[src/rtl/cart_bank_mapper.sv]
module cart_bank_mapper #(
  parameter int          BANKS    = 8,
  parameter int          WIN_AW   = 12,
  parameter int          RAM_AW   = 8,
  parameter logic [7:0]  ROM_SEED = 8'h5A
) (
  input  logic              clk,
  input  logic              cs,
  input  logic [WIN_AW-1:0] addr,
  input  logic [7:0]        din,
  output logic [7:0]        dout,
  output logic              dout_oe
);
  localparam int BANK_W    = (BANKS > 1) ? $clog2(BANKS) : 1;
  localparam int IMG_AW    = WIN_AW + BANK_W;
  localparam int RAM_DEPTH = 1 << RAM_AW;
  localparam logic [WIN_AW-1:0] HOT_LO = WIN_AW'((1 << WIN_AW) - 4 - BANKS);

  logic [BANK_W-1:0] bank = BANK_W'(BANKS - 1);
  logic [7:0]        ram [RAM_DEPTH];

  logic              wr_win, rd_win, rom_area, hot;
  logic [WIN_AW-1:0] hot_off;
  logic [IMG_AW-1:0] img_addr;
  logic [7:0]        rom_byte, ram_q;

  assign wr_win   = (addr[WIN_AW-1:RAM_AW] == '0);
  assign rd_win   = (addr[WIN_AW-1:RAM_AW] == (WIN_AW-RAM_AW)'(1));
  assign rom_area = !wr_win && !rd_win;
  assign hot_off  = addr - HOT_LO;
  assign hot      = rom_area && (hot_off < WIN_AW'(BANKS));

  assign img_addr = {bank, addr};
  assign rom_byte = img_addr[7:0] + 8'(img_addr[IMG_AW-1:8]) * 8'd29 + ROM_SEED;
  assign ram_q    = ram[addr[RAM_AW-1:0]];

  assign dout_oe  = cs && !wr_win;
  assign dout     = !dout_oe ? 8'h00 : (rd_win ? ram_q : rom_byte);

  always_ff @(posedge clk) begin
    if (cs && hot)
      bank <= BANK_W'(hot_off);
    if (cs && wr_win)
      ram[addr[RAM_AW-1:0]] <= din;
  end
endmodule


[config.mk]
export PLATFORM = sky130hd
export DESIGN_NAME = cart_bank_mapper
export DESIGN_NICKNAME = d
export VERILOG_FILES = /design/src/rtl/cart_bank_mapper.sv
export SDC_FILE = /design/constraint.sdc
export NUM_CORES = 2
export LEC_CHECK = 0
export ABC_AREA = 1
export BUFFER_PORTS_ARGS = -buffer_cell sky130_fd_sc_hd__buf_4
export CAP_MARGIN = 20
export CELL_PAD_IN_SITES_DETAIL_PLACEMENT = 0
export CELL_PAD_IN_SITES_GLOBAL_PLACEMENT = 2
export CORE_ASPECT_RATIO = 1.2
export CORE_MARGIN = 2
export CORE_UTILIZATION = 40
export DETAILED_ROUTE_END_ITERATION = 10
export PLACE_DENSITY = 0.76
export SLEW_MARGIN = 15
export SYNTH_ARGS = -nofsm -noshare
export SYNTH_HDL_FRONTEND = slang
export SYNTH_SLANG_ARGS = --single-unit
[constraint.sdc]
create_clock -name clk -period 4.95 [get_ports clk]
set_clock_uncertainty 0.2 [all_clocks]
set_input_delay 0.99 -clock clk [delete_from_list [all_inputs] [get_ports clk]]
set_output_delay 0.99 -clock clk [all_outputs]
set_load 0.005 [all_outputs]
==> summary.txt <==
Clocking
  – CTS tree: built
  – Clock root buffer: clkbuf_16
  – CTS Hold Bufs: 0
  – Clock slew at reported path FFs: 0.06 ns
  – H-Tree Depth: 4
  – Clk buf depth: 3
  – # clock sinks: 2051
  – Inserted Clock Buffers: 203

Layout
  – Commonest non-fill, non-tap cell in the layout: edfxtp_1
  – Share of layout cells above drive strength 1: 11.7%
  – Nets: 7554
  – Area occupied by multi-input gates: 18800 µm²
  – Seq. cell area: 61600 µm²
  – Commonest cells after routing, fill and taps aside: 2051 x edfxtp_1, 1701 x nand2_1, 1551 x nor2_1, 422 x nand3_1, 408 x buf_4
  – Area grow syn2layout: 17.0%
  – Filler cell count: 18700

Synthesis
  – Async SR Flop Fraction: 0%
  – Yosys reg bits: 2051
  – Avg Synthesized Cell Area: 11.7 µm²
  – Area contributors post-synth: edfxtp_1 74%, nand2_1 7.8%, nor2_1 7.0%
  – Syn Nets: 7181
  – Ys Warns: 0
  – Top FF cell, synth: edfxtp_1
  – Synth top area share: 74.0%
  – Yosys top cell by area: edfxtp_1
  – Post-Syn Instances: 7120
  – Cell Area, Synth: 83200 µm²
  – Distinct cells, synth: 40
  – Sequential-to-total area share from yosys stat: 74.0%
  – Post-synth EDFFs: 2051

STA
  – Fmax: 190 MHz
  – Tcrit/Tclk final: 106%
  – Hold Slack: 0.389 ns
  – Final TNS setup: -0.651 ns
  – Slew @ Worst Pin: 1.22 ns
  – Min setup slack post-route: -0.308 ns
  – Slew HR: 18.8%
  – Max-slew violations: 0
  – Hold Vio Cnt, Final: 0
  – Final setup viols: 4
  – Tmin final: 5.26 ns
  – RSZ-0062 raised after global routing: true

Floorplanning
  – Row cnt: 183
  – Initial core utilization: 40.2%
  – Die ar.: 212000 µm²
  – Die width: 420 µm
  – Die Y: 504 µm
  – Core ar.: 207000 µm²
  – IO Pins: 31

Pwr
  – Combinational group share of total power: 7.2%
  – Power density over the cells: 382 nW/µm²
  – Int Power: 28.6 mW
  – Maximum VDD drop: 0.395 mV
  – Switching portion of total power: 23.2%
  – Sequential share of power: 51.4%
  – Clock share of power: 41.5%
  – Static Leak: 35.2 nW
  – Sw Pwr: 8.63 mW

Critical path
  – Arr. time, crit path: 4.07 ns
  – Worst path bufs/invs: 7
  – Max incr delay on CP: 0.50 ns
  – Cell family with most CP delay: adder cells
  – Req. time, crit path: 3.76 ns
  – Sequence of cells on the critical path: buf_8 -> clkinvlp_4 -> fa_1 -> inv_2 -> fa_1 -> inv_1 -> fa_1 -> inv_2 -> ha_4 -> ha_4 -> inv_2 -> or2_4 -> nand2_2 -> a21oi_2 -> xor2_1 -> nand2_1 -> nand2_1 -> buf_4
  – Setup CP Type: in -> out
  – Critical path peak fanout: 3
  – Crit. End Element: output port
  – CP Launch Type: input pin
  – CP max stage cell: fa_1

Detailed routing
  – Routed wire per std cell: 25.4 µm
  – Post-route DRC: 0
  – Final WL: 265000 µm
  – Vias: 54100
  – Drt pass-1 iters: 5
  – Initial drt markers: 5419
  – Via density: 5.18
  – Antenna viol nets, final: 0

Global routing
  – Gr usage total: 25.0%
  – Vias in the first global route: 53500
  – First-pass GRT wire length: 381000 µm
  – Largest net degree at the start of global routing: 129
  – Total congestion overflow: 0
  – Initial antenna violation count: 5

Placement
  – Dpl hpwl: 165000 µm
  – Port bufs: 30
  – Routability congestion estimate: 0.869

Status
  – Violated checks: negative setup slack
  – Status: finished, violations left

Hold path
  – Min-delay worst type: in -> reg

Job
  – MaxCap Viol Count: 0
[power by group through the flow]
stage	clock [mW]	combinational, mW	sequential [mW]
after detailed placement	0	2.65	19.5
after CTS	15.6	2.69	19.1
after global routing	16.3	2.87	19.1
after global placement	0	2.65	19.5
final	15.4	2.67	19.1
after floorplan	0	1.17	19.5
[cell families after synthesis]
kind of cell / after synthesis / share of synthesized area (%)
AND/OR/NAND/NOR: 3976 / 19.4
buffers and inverters: 727 / 3.64
adder cells (fa/ha/maj): 39 / 0.686
XOR/XNOR: 13 / 0.137
AO/OA/AOI/OAI: 311 / 2.06
multiplexers: 3 / 0.0361
flip-flops: 2051 / 74.0
[cells in the mapped netlist (2+ instances only)]
| cell | instances |
|---|---|
| edfxtp_1 | 2051 |
| xor2_1 | 6 |
| nand4_1 | 201 |
| ha_1 | 28 |
| or2_0 | 2 |
| or2_2 | 34 |
| o21bai_1 | 4 |
| buf_2 | 151 |
| buf_4 | 22 |
| fa_1 | 11 |
| nand3b_1 | 10 |
| a21oi_1 | 147 |
| inv_2 | 5 |
| o211ai_1 | 5 |
| o22ai_1 | 40 |
| nor2_1 | 1557 |
| o21ai_0 | 79 |
| o21ai_1 | 4 |
| mux2i_1 | 3 |
| a22oi_1 | 22 |
| buf_6 | 3 |
| o21a_1 | 2 |
| buf_1 | 43 |
| nor3_1 | 24 |
| inv_1 | 352 |
| nand2_1 | 1718 |
| or2_1 | 2 |
| xnor2_1 | 7 |
| nor2_4 | 2 |
| clkbuf_1 | 149 |
| nand3_1 | 422 |
| nand2_2 | 2 |
| o2111ai_1 | 5 |
[routing by layer]
metal	up-vias	share of wire, %	wire (µm)	GRT usage (%)
met3	355	5.7	15200	3.44
met5	-	0	0	0
met4	0	3.7	9690	9.16
met1	27200	42	111000	33.0
met2	1582	49	129000	42.0
li1	25100	-	-	-
[cell type report]
cell class | count | area share, %
clock buffers | 252 | 5.41
diodes | 4 | 0.0103
repair buffers | 535 | 5.68
multi-input cells | 4343 | 19.3
flip-flops and latches | 2051 | 63.3
clock inverters | 129 | 1.34
inverters | 359 | 1.42
well taps | 2775 | 3.57
[per-stage QoR]
step	utilization (%)	setup slack, ns	area, µm²	instances	power [mW]
2_1_floorplan	-	-0.0524	83200	7120	20.6
3_3_place_gp	43.8	-0.535	90600	10100	22.1
3_5_place_dp	43.8	-0.430	90600	10100	22.1
4_1_cts	47.0	-0.353	97300	10400	37.4
5_1_grt	47.0	-0.442	97300	10400	38.2
6_report	47.0	-0.308	97300	10400	37.2
[what timing repair did]
| action | in CTS | in global routing |
|---|---|---|
| endpoints found under the hold margin | 0 | 0 |
| setup endpoints to repair | 6 | 5 |
| gates resized for setup | 19 | 6 |
| buffers inserted | 2 | 2 |
| gates cloned | 2 | 0 |
| pin swaps | 5 | 3 |
[path summary, 6_finish.rpt]
kind | from | to | slack (ns) | depth (start not counted)
worst max-delay path | addr[9] | dout[7] | -0.31 | 18
worst min-delay path | din[3] | ram[190][3]$_DFFE_PP_ | 0.39 | 1
[state kept, by name, summed over array words and instances (netlist names)]
name	flops
bank	3
ram	2048
Power figures use the tool's default switching activity.
